**config.mk**
```make
export PLATFORM = sky130hd
export DESIGN_NAME = irq_vec_top
export DESIGN_NICKNAME = d
export VERILOG_FILES = /design/src/rtl/irq_vec_pkg.sv /design/src/rtl/irq_vec_ctrl.sv /design/src/rtl/irq_vec_dpath.sv /design/src/rtl/irq_vec_top.sv
export SDC_FILE = /design/constraint.sdc
export NUM_CORES = 1
export LEC_CHECK = 0
export ABC_CLOCK_PERIOD_IN_PS = 1630
export BUFFER_PORTS_ARGS = -buffer_cell sky130_fd_sc_hd__buf_2
export CAP_MARGIN = 20
export CORE_ASPECT_RATIO = 1.25
export CORE_MARGIN = 10
export CORE_UTILIZATION = 35
export CTS_BUF_LIST = sky130_fd_sc_hd__clkbuf_16
export DETAILED_ROUTE_END_ITERATION = 6
export GPL_TIMING_DRIVEN = 0
export PLACE_DENSITY = 0.63
export SETUP_SLACK_MARGIN = 0.4
export SLEW_MARGIN = 20
export SYNTH_ARGS = -nofsm -noshare
export SYNTH_HDL_FRONTEND = slang
export SYNTH_SLANG_ARGS = --single-unit
```
**constraint.sdc**
```tcl
create_clock -name clk -period 1.63 [get_ports clk]
set_input_delay 0.163 -clock clk [delete_from_list [all_inputs] [get_ports clk]]
set_output_delay 0.163 -clock clk [all_outputs]
set_load 0.02 [all_outputs]
```
**src/rtl/irq_vec_pkg.sv**
```systemverilog
package irq_vec_pkg;

  // Number of prioritized request lines (pin, timer, clock edge, peripheral group)
  localparam int NUM_SRC = 4;

  // Source index doubles as priority: lower index wins
  localparam int SRC_PIN    = 0;
  localparam int SRC_TIMER  = 1;
  localparam int SRC_CLKEDG = 2;
  localparam int SRC_GROUP  = 3;

  typedef enum logic [1:0] {
    SEL_CTRL  = 2'd0,
    SEL_FLAG  = 2'd1,
    SEL_PFLAG = 2'd2,
    SEL_PEN   = 2'd3
  } regSel_e;

  // Strobes from control to datapath
  typedef struct packed {
    logic accept;
    logic wrCtrl;
    logic wrFlag;
    logic wrPFlag;
    logic wrPEn;
  } dpStrobe_t;

endpackage

```
**src/rtl/irq_vec_ctrl.sv**
```systemverilog
module irq_vec_ctrl
  import irq_vec_pkg::*;
(
  input  logic      clk,
  input  logic      rstN,
  input  logic      irqAck,
  input  logic      irqRet,
  input  logic      regWrEn,
  input  logic [1:0] regSel,
  input  logic      wrDisBit,
  input  logic      anyPending,
  output dpStrobe_t strobe,
  output logic      glbDisable,
  output logic      irqReq
);

  logic wrCtrlHit;
  logic disSetByWrite;
  logic accept;

  always_comb begin
    wrCtrlHit     = regWrEn && (regSel_e'(regSel) == SEL_CTRL);
    disSetByWrite = wrCtrlHit && wrDisBit;
    irqReq        = anyPending && !glbDisable;
    // A write that sets the disable bit wins over a simultaneous acknowledge
    accept        = irqAck && irqReq && !disSetByWrite;
  end

  always_comb begin
    strobe.accept  = accept;
    strobe.wrCtrl  = wrCtrlHit;
    strobe.wrFlag  = regWrEn && (regSel_e'(regSel) == SEL_FLAG);
    strobe.wrPFlag = regWrEn && (regSel_e'(regSel) == SEL_PFLAG);
    strobe.wrPEn   = regWrEn && (regSel_e'(regSel) == SEL_PEN);
  end

  // Accept sets; a software write comes next; the return strobe clears last
  always_ff @(posedge clk or negedge rstN) begin
    if (!rstN) begin
      glbDisable <= 1'b1;
    end else if (accept) begin
      glbDisable <= 1'b1;
    end else if (wrCtrlHit) begin
      glbDisable <= wrDisBit;
    end else if (irqRet) begin
      glbDisable <= 1'b0;
    end
  end

endmodule

```
**src/rtl/irq_vec_dpath.sv**
```systemverilog
module irq_vec_dpath
  import irq_vec_pkg::*;
#(
  parameter int NUM_PERIPH = 4,
  parameter int DATA_W     = 8,
  parameter int VEC_W      = 16,
  parameter int VEC_BASE   = 0,
  parameter int VEC_STRIDE = 8
) (
  input  logic                  clk,
  input  logic                  rstN,
  input  logic                  evtPin,
  input  logic                  evtTimer,
  input  logic                  evtClkEdge,
  input  logic [NUM_PERIPH-1:0] periphFlagSet,
  input  dpStrobe_t             strobe,
  input  logic [1:0]            regSel,
  input  logic [DATA_W-1:0]     regWrData,
  input  logic                  glbDisable,
  output logic                  anyPending,
  output logic [DATA_W-1:0]     regRdData,
  output logic [VEC_W-1:0]      irqVector
);

  localparam int NUM_DED = NUM_SRC - 1;
  localparam int SEL_W   = $clog2(NUM_SRC);
  // Control register bit positions
  localparam int CB_DIS  = 0;
  localparam int CB_GRP  = 1;
  localparam int CB_EN0  = 2;

  logic [NUM_DED-1:0]    dedFlag;
  logic [NUM_DED-1:0]    dedEn;
  logic [NUM_DED-1:0]    dedEvt;
  logic                  grpEn;
  logic [NUM_PERIPH-1:0] pFlag;
  logic [NUM_PERIPH-1:0] pEn;
  logic                  grpFlag;
  logic [NUM_SRC-1:0]    pending;
  logic [SEL_W-1:0]      winIdx;
  logic [VEC_W-1:0]      winVec;
  logic [VEC_W-1:0]      vecReg;

  assign dedEvt = {evtClkEdge, evtTimer, evtPin};

  // Dedicated source flags: an event overrides a same-cycle software write
  for (genvar gi = 0; gi < NUM_DED; gi++) begin : g_ded
    always_ff @(posedge clk or negedge rstN) begin
      if (!rstN) begin
        dedFlag[gi] <= 1'b0;
      end else if (dedEvt[gi]) begin
        dedFlag[gi] <= 1'b1;
      end else if (strobe.wrFlag) begin
        dedFlag[gi] <= regWrData[gi];
      end
    end
  end

  // Peripheral flags, same rule
  for (genvar gp = 0; gp < NUM_PERIPH; gp++) begin : g_per
    always_ff @(posedge clk or negedge rstN) begin
      if (!rstN) begin
        pFlag[gp] <= 1'b0;
      end else if (periphFlagSet[gp]) begin
        pFlag[gp] <= 1'b1;
      end else if (strobe.wrPFlag) begin
        pFlag[gp] <= regWrData[gp];
      end
    end
  end

  // Enables
  always_ff @(posedge clk or negedge rstN) begin
    if (!rstN) begin
      grpEn <= 1'b0;
      dedEn <= '0;
      pEn   <= '0;
    end else begin
      if (strobe.wrCtrl) begin
        grpEn <= regWrData[CB_GRP];
        dedEn <= regWrData[CB_EN0 +: NUM_DED];
      end
      if (strobe.wrPEn) begin
        pEn <= regWrData[NUM_PERIPH-1:0];
      end
    end
  end

  // Group request and per-source pending vector
  always_comb begin
    grpFlag = |(pFlag & pEn);
    pending = {grpFlag & grpEn, dedFlag & dedEn};
    anyPending = |pending;
  end

  // Fixed priority: scan from lowest priority so the lowest index wins
  always_comb begin
    winIdx = '0;
    for (int i = NUM_SRC - 1; i >= 0; i--) begin
      if (pending[i]) begin
        winIdx = SEL_W'(i);
      end
    end
    winVec = VEC_W'(VEC_BASE + (int'(winIdx) + 1) * VEC_STRIDE);
  end

  // Vector latched on an accepted acknowledge only
  always_ff @(posedge clk or negedge rstN) begin
    if (!rstN) begin
      vecReg <= '0;
    end else if (strobe.accept) begin
      vecReg <= winVec;
    end
  end

  assign irqVector = vecReg;

  // Read mux
  always_comb begin
    regRdData = '0;
    unique case (regSel_e'(regSel))
      SEL_CTRL: begin
        regRdData[CB_DIS]             = glbDisable;
        regRdData[CB_GRP]             = grpEn;
        regRdData[CB_EN0 +: NUM_DED]  = dedEn;
      end
      SEL_FLAG: begin
        regRdData[NUM_DED-1:0] = dedFlag;
        regRdData[NUM_DED]     = grpFlag;
      end
      SEL_PFLAG: regRdData[NUM_PERIPH-1:0] = pFlag;
      SEL_PEN:   regRdData[NUM_PERIPH-1:0] = pEn;
      default:   regRdData = '0;
    endcase
  end

endmodule

```
**src/rtl/irq_vec_top.sv**
```systemverilog
module irq_vec_top
  import irq_vec_pkg::*;
#(
  parameter int NUM_PERIPH = 4,
  parameter int DATA_W     = 8,
  parameter int VEC_W      = 16,
  parameter int VEC_BASE   = 0,
  parameter int VEC_STRIDE = 8
) (
  input  logic                  clk,
  input  logic                  rstN,
  input  logic                  evtPin,
  input  logic                  evtTimer,
  input  logic                  evtClkEdge,
  input  logic [NUM_PERIPH-1:0] periphFlagSet,
  input  logic                  regWrEn,
  input  logic [1:0]            regSel,
  input  logic [DATA_W-1:0]     regWrData,
  output logic [DATA_W-1:0]     regRdData,
  input  logic                  irqAck,
  input  logic                  irqRet,
  output logic                  irqReq,
  output logic [VEC_W-1:0]      irqVector
);

  dpStrobe_t strobe;
  logic      glbDisable;
  logic      anyPending;

  irq_vec_ctrl u_ctrl (
    .clk        (clk),
    .rstN       (rstN),
    .irqAck     (irqAck),
    .irqRet     (irqRet),
    .regWrEn    (regWrEn),
    .regSel     (regSel),
    .wrDisBit   (regWrData[0]),
    .anyPending (anyPending),
    .strobe     (strobe),
    .glbDisable (glbDisable),
    .irqReq     (irqReq)
  );

  irq_vec_dpath #(
    .NUM_PERIPH (NUM_PERIPH),
    .DATA_W     (DATA_W),
    .VEC_W      (VEC_W),
    .VEC_BASE   (VEC_BASE),
    .VEC_STRIDE (VEC_STRIDE)
  ) u_dpath (
    .clk           (clk),
    .rstN          (rstN),
    .evtPin        (evtPin),
    .evtTimer      (evtTimer),
    .evtClkEdge    (evtClkEdge),
    .periphFlagSet (periphFlagSet),
    .strobe        (strobe),
    .regSel        (regSel),
    .regWrData     (regWrData),
    .glbDisable    (glbDisable),
    .anyPending    (anyPending),
    .regRdData     (regRdData),
    .irqVector     (irqVector)
  );

endmodule

```
==> results of run 1 <==
-- final timing paths --
check                                                 start                                to  slack (ps)  depth (start not counted)
max reg2reg                    u_dpath.pFlag[0]$_DFFE_PN0P_  u_dpath.irqVector[4]$_DFFE_PN0P_         -30                          5
min                                        periphFlagSet[3]      u_dpath.pFlag[3]$_DFFE_PN0P_          90                          2
max                            u_dpath.pFlag[0]$_DFFE_PN0P_  u_dpath.irqVector[4]$_DFFE_PN0P_         -30                          5
min in group asynchronous                              rstN      u_dpath.pFlag[3]$_DFFE_PN0P_         380                          2
min reg2reg                u_dpath.irqVector[5]$_DFFE_PN0P_  u_dpath.irqVector[5]$_DFFE_PN0P_         500                          1
max in group asynchronous                              rstN     u_ctrl.glbDisable$_DFFE_PN1P_         910                          2
-- stage by stage --
step	worst slack (ps)	hold slack, ps	setup TNS, ps
after CTS	-42.2	95.0	-42.2
after global routing	-78.5	96.0	-182
after global placement	-84.8	123	-84.8
final	-34.3	92.5	-34.3
after floorplan	12.0	-133	0
after detailed placement	-91.3	133	-91.3
-- critical path: stages, from the launching register on --
cell,delay [ps]
sky130_fd_sc_hd__dfrtp_1,400
sky130_fd_sc_hd__a22o_4,280
sky130_fd_sc_hd__o211a_1,240
sky130_fd_sc_hd__a2bb2oi_2,150
sky130_fd_sc_hd__ha_4,210
sky130_fd_sc_hd__mux2_4,260
-- synthesized netlist by cell type, types with 2 or more instances --
| cell | count | area (sq um) |
|---|---|---|
| sky130_fd_sc_hd__mux2_2 | 7 | 78.8 |
| sky130_fd_sc_hd__a211o_1 | 7 | 61.3 |
| sky130_fd_sc_hd__mux2_4 | 2 | 30.0 |
| sky130_fd_sc_hd__a22o_1 | 3 | 26.3 |
| sky130_fd_sc_hd__o21ai_0 | 2 | 10.0 |
| sky130_fd_sc_hd__dfrtp_1 | 18 | 450 |
| sky130_fd_sc_hd__mux4_1 | 3 | 78.8 |
| sky130_fd_sc_hd__nand2_1 | 4 | 15.0 |
| sky130_fd_sc_hd__inv_1 | 6 | 22.5 |
| sky130_fd_sc_hd__nor2_1 | 8 | 30.0 |
| sky130_fd_sc_hd__a21oi_2 | 2 | 17.5 |
| sky130_fd_sc_hd__a21oi_1 | 2 | 10.0 |
| sky130_fd_sc_hd__nor3b_1 | 2 | 15.0 |
| sky130_fd_sc_hd__buf_4 | 16 | 120 |
| sky130_fd_sc_hd__nand3_1 | 2 | 10.0 |
| sky130_fd_sc_hd__buf_6 | 2 | 22.5 |
-- cells by family after synthesis --
kind of cell | Yosys count | synth area share, %
simple gates | 21 | 9.79
fa+ha+maj | 1 | 1.08
compound gates | 22 | 16.7
flops | 19 | 41.0
mux | 13 | 17.0
buf+inv | 24 | 14.2
other cells | 1 | 0.322
-- placed cells by master, fill, tap and decap left out, types with 2 or more instances in the layout --
cell type / n
sky130_fd_sc_hd__clkbuf_16: 3
sky130_fd_sc_hd__inv_1: 6
sky130_fd_sc_hd__a211o_1: 7
sky130_fd_sc_hd__nor2_1: 8
sky130_fd_sc_hd__buf_6: 8
sky130_fd_sc_hd__buf_4: 23
sky130_fd_sc_hd__a22o_4: 2
sky130_fd_sc_hd__mux2_2: 7
sky130_fd_sc_hd__nand3_1: 2
sky130_fd_sc_hd__buf_2: 19
sky130_fd_sc_hd__mux4_1: 2
sky130_fd_sc_hd__dfrtp_1: 17
sky130_fd_sc_hd__mux2_4: 2
sky130_fd_sc_hd__conb_1: 16
sky130_fd_sc_hd__nand2_1: 4
sky130_fd_sc_hd__o21ai_0: 2
sky130_fd_sc_hd__a21oi_2: 2
-- final cells by class --
type / count / area (sq um)
inverters: 6 / 22.5
well taps: 37 / 46.3
fillers: 299 / 1540
clock inverters: 1 / 5.00
repair buffers: 34 / 245
plain buffers: 18 / 143
flip-flops and latches: 19 / 478
clock buffers: 3 / 75.1
multi-input cells: 73 / 637
-- per-layer routing --
layer	vias up	part of all wire [%]
met1	430	38
met4	0	1.1
met5	-	0
met3	4	6.8
met2	23	54
li1	435	-
-- sequential cells by signal, summed over array words and instances, names as in the netlist --
signal and cells:
u_dpath.dedEn 3, u_dpath.irqVector 3, u_dpath.pFlag 4, u_dpath.grpEn 1
u_dpath.pEn 4, u_dpath.dedFlag 3, u_ctrl.glbDisable 1
-- report_power, final --
part	internal (mW)	switching, mW
Combinational	0.356	0.310
Sequential	0.560	0.0689
Clock	0.329	0.178
-- timing repair --
action | in CTS | in global routing
hold buffers | 1 | 0
pin swaps | 6 | 2
resized for setup | 15 | 5
endpoints found under the hold margin | 18 | 0
endpoints found under the setup margin | 9 | 10
buffers inserted | 7 | 1
==> results.toml, run 1 <==
[global_route]
grt_start_max_net_pins = 20
gr-usage-met1_pct = 10.0
grtUsageMet3_pct = 3.53
via_count_of_the_first_global_routing_pass = 1025
grt_pass1_wl_microns = 4930
grt_antenna_before_repair = 0
busiest_layer = "met2"
gr-usage-met2_pct = 18.2
grt_overflow_total = 0
grtUsageTotal_pct = 10.1

[route]
routed_wl_microns = 2910
detailedRoute.firstIterationViolations = 10
drc_errors = 0
avgViaCountPerCell = 4.67
wire_per_inst_microns = 15.3
routed-via-count = 892
ant_nets = 0
dr.pass1.iters = 4

[sta]
layout_setup_ws_ps = -34.3
timing_hold_violations_final = 0
max_freq_ghz = 0.601
post_route_fraction_of_the_period_consumed_by_the_critical_path_pct = 102
worst_clk_skew_ps = 4.49
setup_repair_after_global_routing_missed_its_margin = "yes"
min_period_ps = 1660
timing.final.setup_violations = 1
final-max-slew-violation-count = 0

[clock_network]
worst_setup_hold_path_clk_slew_ps = 60
htreeDepth = 1
clock_sinks = 19
numCtsBuffers = 3
cts_root_buffer = "sky130_fd_sc_hd__clkbuf_16"
tritoncts = "built"
clock_insertion_delay_worst_skew_ps = 250
cts_max_path_buffers = 2

[layout]
layout.core_utilization_pct = 51.7
final_cell_area_sq_um = 1650
layout-drive-gt1-share_pct = 51.9
area_growth_syn_to_layout_pct = 41.9
antenna_cells_inserted = 0
layout.cells.non_filler = 191
nNetsFinal = 178

[die]
die_w_microns = 71.6
placement_rows = 23
die_area_sq_um = 6050
initial_core_utilization_pct = 36.4
placeableCoreArea_sq_um = 3190
ioPinCount = 47
die-height_microns = 84.5

[place]
gp_routability_congestion = 0.803
detailed_place.area_sq_um = 1410
port_buffers = 25
dpl.cell_count = 178
place_hpwl_microns = 2320

[synth]
synthFlopType = "sky130_fd_sc_hd__dfrtp_1"
synth_enable_flop_cells = 0
netlist-cell-type-count = 31
synth_seq_area_share_pct = 41.0
syn-cell-area_sq_um = 1160
synthesis.area_per_instance_sq_um = 11.5
post_synthesis_register_bit_count = 19
ys_warn_count = 0
asyncSetResetFlopFracSynth_pct = 100
synthesis.instances = 101

[pwr]
worst_ir_drop_vdd_v = 0.000685
p_per_cell_area_nw_per_um2 = 1090
report.power.total_mw = 1.80
total_leakage_power_nw = 0.804

[worst_setup_path]
critical_path.max_fanout = 3
critical_path.startpoint_type = "flip-flop"
critPathCaptureType = "flip-flop"
critPathRequiredTime_ps = 1760
criticalPathCategory = "reg -> reg"
critical_path_arrival_ps = 1800

[outcome]
status = "finished with violations"
violations_in_the_final_reports = "negative setup slack"

[worst_hold_path]
timing.hold.worst.class = "in -> reg"

[job]
max_cap_viol_count = 0
No activity file was read; power rests on OpenSTA's default activity.
==> run 2: changes to the inputs <==
CTS_BUF_LIST = default   (was sky130_fd_sc_hd__clkbuf_16)
==> run 2 against run 1 <==
  * The run still ends with negative setup slack left
  * Sequential share of layout area grew 0.58 points
  * Core utilization shrank 1.0 points
  * Clock skew grew 2.4 ps
  * Global-route usage shrank 0.17 points
  * Largest cell class unchanged
  * Largest power group unchanged
==> results.toml, run 2 (synthesis results as in run 1) <==
[outcome]
status = "finished with violations"
violations_in_the_final_reports = "negative setup slack"

[clock_network]
worst_setup_hold_path_clk_slew_ps = 70
cts_root_buffer = "sky130_fd_sc_hd__clkbuf_8"
numCtsBuffers = 3
htreeDepth = 1
cts_max_path_buffers = 2
clock_sinks = 19
clock_insertion_delay_worst_skew_ps = 260
tritoncts = "built"

[route]
ant_nets = 0
routed-via-count = 892
routed_wl_microns = 2910
dr.pass1.iters = 3
drc_errors = 0
detailedRoute.firstIterationViolations = 13
avgViaCountPerCell = 4.65
wire_per_inst_microns = 15.1

[global_route]
grtUsageMet3_pct = 3.53
grt_pass1_wl_microns = 4900
busiest_layer = "met2"
grtUsageTotal_pct = 9.91
grt_overflow_total = 0
gr-usage-met2_pct = 17.8
grt_start_max_net_pins = 20
via_count_of_the_first_global_routing_pass = 1029
grt_antenna_before_repair = 0
gr-usage-met1_pct = 10.3

[sta]
holdWs_ps = 86.2
worst_clk_skew_ps = 6.85
post_route_fraction_of_the_period_consumed_by_the_critical_path_pct = 102
timing_hold_violations_final = 0
min_period_ps = 1660
setup_repair_after_global_routing_missed_its_margin = "yes"
max_freq_ghz = 0.602
final-max-slew-violation-count = 0
timing.final.setup_violations = 1
layout_setup_ws_ps = -30.8
setup_total_negative_slack_ps = -30.8

[worst_hold_path]
hold-path-cell-count = 2
whs_endpoint = "u_dpath.pFlag[3]$_DFFE_PN0P_"
timing.hold.worst.class = "in -> reg"
hold_start = "periphFlagSet[3]"

[worst_setup_path]
startpoint = "u_dpath.pFlag[0]$_DFFE_PN0P_"
critical_path.startpoint_type = "flip-flop"
path_delay_family = "compound AO/OA/AOI/OAI gates"
timing.critical_path.slowest_stage_cell = "sky130_fd_sc_hd__dfrtp_1"
r2r-end = "u_dpath.irqVector[4]$_DFFE_PN0P_"
rr_worst_depth = 5
r2r_start = "u_dpath.pFlag[0]$_DFFE_PN0P_"
critical_path.max_fanout = 3
worstPathCellList = "a22o_4 > o211a_1 > a2bb2oi_2 > ha_4 > mux2_4"
critPathCaptureType = "flip-flop"
critPathRequiredTime_ps = 1770
criticalPathCategory = "reg -> reg"
max_stage_delay_ps = 410
critical_path_arrival_ps = 1800
r2r_slack_ps = -30
cp.buffers_inverters = 0

[place]
port_buffers = 25
dpl.cell_count = 178
gp_routability_congestion = 0.803
detailed_place.area_sq_um = 1410
place_hpwl_microns = 2320

[layout]
area_growth_syn_to_layout_pct = 39.1
layout-drive-gt1-share_pct = 52.3
top_registers = "u_dpath.pEn x4, u_dpath.pFlag x4"
mostFrequentLayoutCells = "sky130_fd_sc_hd__buf_4, sky130_fd_sc_hd__buf_2, sky130_fd_sc_hd__dfrtp_1, sky130_fd_sc_hd__conb_1, sky130_fd_sc_hd__nor2_1"
nNetsFinal = 179
layout.core_utilization_pct = 50.7
final_cell_area_sq_um = 1620
final_common_cell = "sky130_fd_sc_hd__buf_4"
layout.cells.non_filler = 192
antenna_cells_inserted = 0

[pwr]
power_frac_comb_pct = 41.1
p_per_cell_area_nw_per_um2 = 997
p_clk_share_pct = 20.2
worst_ir_drop_vdd_v = 0.000569
sw_frac_of_total_pct = 33.1
power.switching_mw = 0.534
sequentialPowerShare_pct = 38.8
total_leakage_power_nw = 0.791
internal_power_mw = 1.08

[die]
die_area_sq_um = 6050
ioPinCount = 47
die-height_microns = 84.5
die_w_microns = 71.6
placeableCoreArea_sq_um = 3190
placement_rows = 23
initial_core_utilization_pct = 36.4

[job]
max_cap_viol_count = 0
-- run 2: worst reg2reg max path, stage by stage (launching register included) --
cell,delay (ps)
sky130_fd_sc_hd__dfrtp_1,410
sky130_fd_sc_hd__a22o_4,280
sky130_fd_sc_hd__o211a_1,240
sky130_fd_sc_hd__a2bb2oi_2,150
sky130_fd_sc_hd__ha_4,210
sky130_fd_sc_hd__mux2_4,260
-- run 2: worst max-delay path by stage --
stage / endpoint / cells past startpoint / slack, ps
after CTS: u_dpath.irqVector[4]$_DFFE_PN0P_ / 5 / -40
final: u_dpath.irqVector[4]$_DFFE_PN0P_ / 5 / -30
after floorplan: u_dpath.irqVector[4]$_DFFE_PN0P_ / 5 / 10
after global routing: u_dpath.irqVector[4]$_DFFE_PN0P_ / 5 / -80
after global placement: u_dpath.irqVector[4]$_DFFE_PN0P_ / 5 / -80
after detailed placement: u_dpath.irqVector[4]$_DFFE_PN0P_ / 5 / -90
-- run 2: area by class of cell --
type / instances / area, sq um
plain buffers: 18 / 143
clock buffers: 3 / 41.3
inverters: 6 / 22.5
flip-flops and latches: 19 / 478
fillers: 306 / 1580
clock inverters: 1 / 5.00
multi-input cells: 73 / 637
repair buffers: 35 / 246
well taps: 37 / 46.3
-- run 2: power groups by stage --
stage | sequential (mW) | combinational (mW) | clock, mW
6_report | 0.626 | 0.663 | 0.326
5_1_grt | 0.640 | 0.720 | 0.362
4_1_cts | 0.627 | 0.651 | 0.332
3_5_place_dp | 0.634 | 0.537 | 0
3_3_place_gp | 0.630 | 0.524 | 0
2_1_floorplan | 0.655 | 0.365 | 0
-- run 2: timing repair --
| action | in CTS | in global routing |
|---|---|---|
| setup endpoints to repair | 9 | 10 |
| setup buffers | 8 | 1 |
| hold buffers | 1 | 0 |
| resized for setup | 13 | 5 |
| pin swaps | 6 | 2 |
| hold endpoints to repair | 18 | 0 |
-- run 2: routing by layer --
layer  routed length, microns  vias to the layer above
met1                     1110                      429
met5                        0                        -
met4                       26                        0
li1                         -                      436
met3                      204                        4
met2                     1570                       23
-- run 2: stage by stage --
| stage | power, mW | setup slack (ps) |
|---|---|---|
| 3_5_place_dp | 1.17 | -91.3 |
| 6_report | 1.61 | -30.8 |
| 5_1_grt | 1.72 | -79.7 |
| 4_1_cts | 1.61 | -42.0 |
| 3_3_place_gp | 1.15 | -84.8 |
| 2_1_floorplan | 1.02 | 12.0 |
==> run 3: changes to the inputs <==
ABC_AREA = 1   (was default)
CORE_UTILIZATION = 30   (was 35)
PLACE_DENSITY = 0.57   (was 0.63)
==> run 3 against run 2 <==
  * First-iteration DRC count increased by 110%
  * Sequential power fell by 4.0%
  * Clock-buffer cell count grew 1
  * Flip-flop and latch count did not move
  * Global-route usage is 1.1 points lower
  * Non-clock buffer count is 3 lower
  * The flow now finishes without violations
  * Highest routed layer unchanged
  * Combinational power decreased by 16%
==> results.toml, run 3 <==
[worst_hold_path]
hold_start = "evtPin"
timing.hold.worst.class = "in -> reg"
hold-path-cell-count = 3
whs_endpoint = "u_dpath.dedFlag[0]$_DFFE_PN0P_"

[worst_setup_path]
max_stage_delay_ps = 410
critPathRequiredTime_ps = 1470
cpMostUsedCell = "sky130_fd_sc_hd__nand2_2"
r2r_slack_ps = 220
timing.critical_path.slowest_stage_cell = "sky130_fd_sc_hd__dfrtp_1"
rr_worst_depth = 11
criticalPathCategory = "reg -> out"
critical_path.max_fanout = 2
critPathCaptureType = "output port"
critical_path_arrival_ps = 1280
worstPathCellList = "nand2_2 > nand2_2 > nor2_1 > inv_1 > nand2_1 > o2111ai_1 > buf_2"
r2r_start = "u_dpath.pEn[2]$_DFFE_PN0P_"
r2r-end = "u_dpath.irqVector[4]$_DFFE_PN0P_"
critical_path.startpoint_type = "flip-flop"

[layout]
final_cell_area_sq_um = 1510
antenna_cells_inserted = 0
final_common_cell = "sky130_fd_sc_hd__nand2_1"
nNetsFinal = 221
layout-drive-gt1-share_pct = 38.1
area_growth_syn_to_layout_pct = 37.7
mostFrequentLayoutCells = "sky130_fd_sc_hd__nand2_1, sky130_fd_sc_hd__buf_2, sky130_fd_sc_hd__buf_4, sky130_fd_sc_hd__dfrtp_1, sky130_fd_sc_hd__inv_1"
top_registers = "u_dpath.pEn x4, u_dpath.pFlag x4"
filler_cell_count = 392
layout.cells.non_filler = 236

[global_route]
grt_pass1_wl_microns = 4730
grt_overflow_total = 0
grt_start_max_net_pins = 20
grt_antenna_before_repair = 0
via_count_of_the_first_global_routing_pass = 1054
grtUsageTotal_pct = 8.81

[sta]
layout_setup_ws_ps = 184
worst_clk_skew_ps = 1.30
setup_repair_after_global_routing_missed_its_margin = "yes"
timing.final.setup_violations = 0
max_freq_ghz = 0.691
timing_hold_violations_final = 0
holdWs_ps = 90.2
min_period_ps = 1450
post_route_fraction_of_the_period_consumed_by_the_critical_path_pct = 88.7
final-max-slew-violation-count = 0
setup_total_negative_slack_ps = 0

[die]
die_area_sq_um = 6500
die_w_microns = 74.2
placeableCoreArea_sq_um = 3510
initial_core_utilization_pct = 31.3
placement_rows = 24
die-height_microns = 87.7
ioPinCount = 47

[synth]
synth_area_leader_cell = "sky130_fd_sc_hd__dfrtp_1"
synth_area_leaders = "sky130_fd_sc_hd__dfrtp_1, sky130_fd_sc_hd__nand2_1, sky130_fd_sc_hd__buf_4"
synthFlopType = "sky130_fd_sc_hd__dfrtp_1"
synth_seq_area_share_pct = 43.3
syn-cell-area_sq_um = 1100
ys_warn_count = 0
synthesis.area_per_instance_sq_um = 7.64
asyncSetResetFlopFracSynth_pct = 100
netlist-cell-type-count = 20
yosys.cell_count.top_type = "sky130_fd_sc_hd__nand2_1"
synth_enable_flop_cells = 0
synthesis.instances = 144
post_synthesis_register_bit_count = 19
synthDominantCellAreaShare_pct = 41.0
synth_common_cells = "sky130_fd_sc_hd__nand2_1, sky130_fd_sc_hd__dfrtp_1, sky130_fd_sc_hd__inv_1, sky130_fd_sc_hd__buf_4, sky130_fd_sc_hd__o21ai_0"

[clock_network]
numCtsBuffers = 3
tritoncts = "built"
clock_sinks = 19
clock_insertion_delay_worst_skew_ps = 250
htreeDepth = 1
cts_root_buffer = "sky130_fd_sc_hd__clkbuf_8"
cts_max_path_buffers = 2
worst_setup_hold_path_clk_slew_ps = 70

[route]
dr.pass1.iters = 4
routed-via-count = 1018
routed_wl_microns = 2940
ant_nets = 0
avgViaCountPerCell = 4.31
detailedRoute.firstIterationViolations = 27
drc_errors = 0
wire_per_inst_microns = 12.5

[place]
detailed_place.area_sq_um = 1340
detailedPlace.worstSlack_ps = 222
port_buffers = 27
gp_routability_congestion = 0.789
place_hpwl_microns = 2270
dpl.cell_count = 225

[pwr]
worst_ir_drop_vdd_v = 0.000580
total_leakage_power_nw = 0.838
p_per_cell_area_nw_per_um2 = 982

[outcome]
status = "finished, final reports clean"

[job]
max_cap_viol_count = 0
==> run 3: cell types whose count changed after synthesis, moves of 6 or more <==
cell	before	now
sky130_fd_sc_hd__o21ai_0	2	14
sky130_fd_sc_hd__a21oi_1	2	8
sky130_fd_sc_hd__mux2_2	7	1
sky130_fd_sc_hd__inv_1	6	17
sky130_fd_sc_hd__nand2_1	4	43
sky130_fd_sc_hd__a211o_1	7	0
==> run 3: how the worst max path moves through the flow <==
| stage | from | endpoint | slack (ps) |
|---|---|---|---|
| floorplan | u_dpath.pEn[3]$_DFFE_PN0P_ | u_dpath.irqVector[4]$_DFFE_PN0P_ | 350 |
| global placement | u_dpath.pEn[2]$_DFFE_PN0P_ | u_dpath.irqVector[4]$_DFFE_PN0P_ | 240 |
| detailed placement | u_dpath.pEn[2]$_DFFE_PN0P_ | u_dpath.irqVector[4]$_DFFE_PN0P_ | 220 |
| CTS | u_dpath.pEn[2]$_DFFE_PN0P_ | irqReq | 170 |
| global route | u_dpath.pEn[0]$_DFFE_PN0P_ | irqReq | 110 |
| finish | u_dpath.pEn[2]$_DFFE_PN0P_ | regRdData[3] | 180 |
==> run 3: final cells by class <==
type	count	area (sq um)	area share (%)
multi-input combinational	105	536	35.4
clock buffer	4	45.0	2.98
timing repair buffer	34	216	14.3
buffer	16	120	7.93
inverter	19	71.3	4.71
sequential	19	477	31.5
tap	39	48.8	3.22
==> run 3: cell families after synthesis <==
| logic type | share of synthesized area, % |
|---|---|
| AND/OR/NAND/NOR | 23.1 |
| buffers and inverters | 17.4 |
| adder cells (fa/ha/maj) | 1.14 |
| AO/OA/AOI/OAI | 13.7 |
| multiplexers | 1.02 |
| other | 0.341 |
| flip-flops | 43.3 |
==> run 3: power by group <==
| group | switching (mW) | internal [mW] | total, mW |
|---|---|---|---|
| clock | 0.157 | 0.174 | 0.330 |
| combinational | 0.323 | 0.233 | 0.556 |
| sequential | 0.0489 | 0.552 | 0.601 |
| total | 0.529 | 0.958 | 1.49 |
==> run 3: critical path: cells and delay by family (launching register included) <==
| kind | cells | cell delay, ps |
|---|---|---|
| flops | 1 | 410 |
| compound gates | 1 | 90 |
| simple gates | 4 | 310 |
| buf+inv | 2 | 230 |
==> run 3: repair_timing <==
item,in CTS,in global routing
cloned,0,0
pin swaps,5,3
endpoints found under the setup margin,7,8
endpoints found under the hold margin,18,0
setup buffers,4,2
resized for setup,14,8
hold buffers,1,0
==> run 3: metrics by stage <==
| stage | power [mW] | utilization [%] |
|---|---|---|
| finish | 1.49 | 43.1 |
| global route | 1.59 | 43.1 |
| CTS | 1.46 | 41.9 |
| detailed placement | 1.06 | 38.1 |
| global placement | 1.06 | 38.1 |
| floorplan | 0.916 | - |
==> run 3: per-layer routing <==
layer / vias to the layer above / track usage [%] / part of all wire (%)
met5: - / 0 / 0
met4: 0 / 2.55 / 1.1
met3: 4 / 2.83 / 8.1
met2: 25 / 15.0 / 50
met1: 457 / 10.2 / 40
li1: 532 / - / -
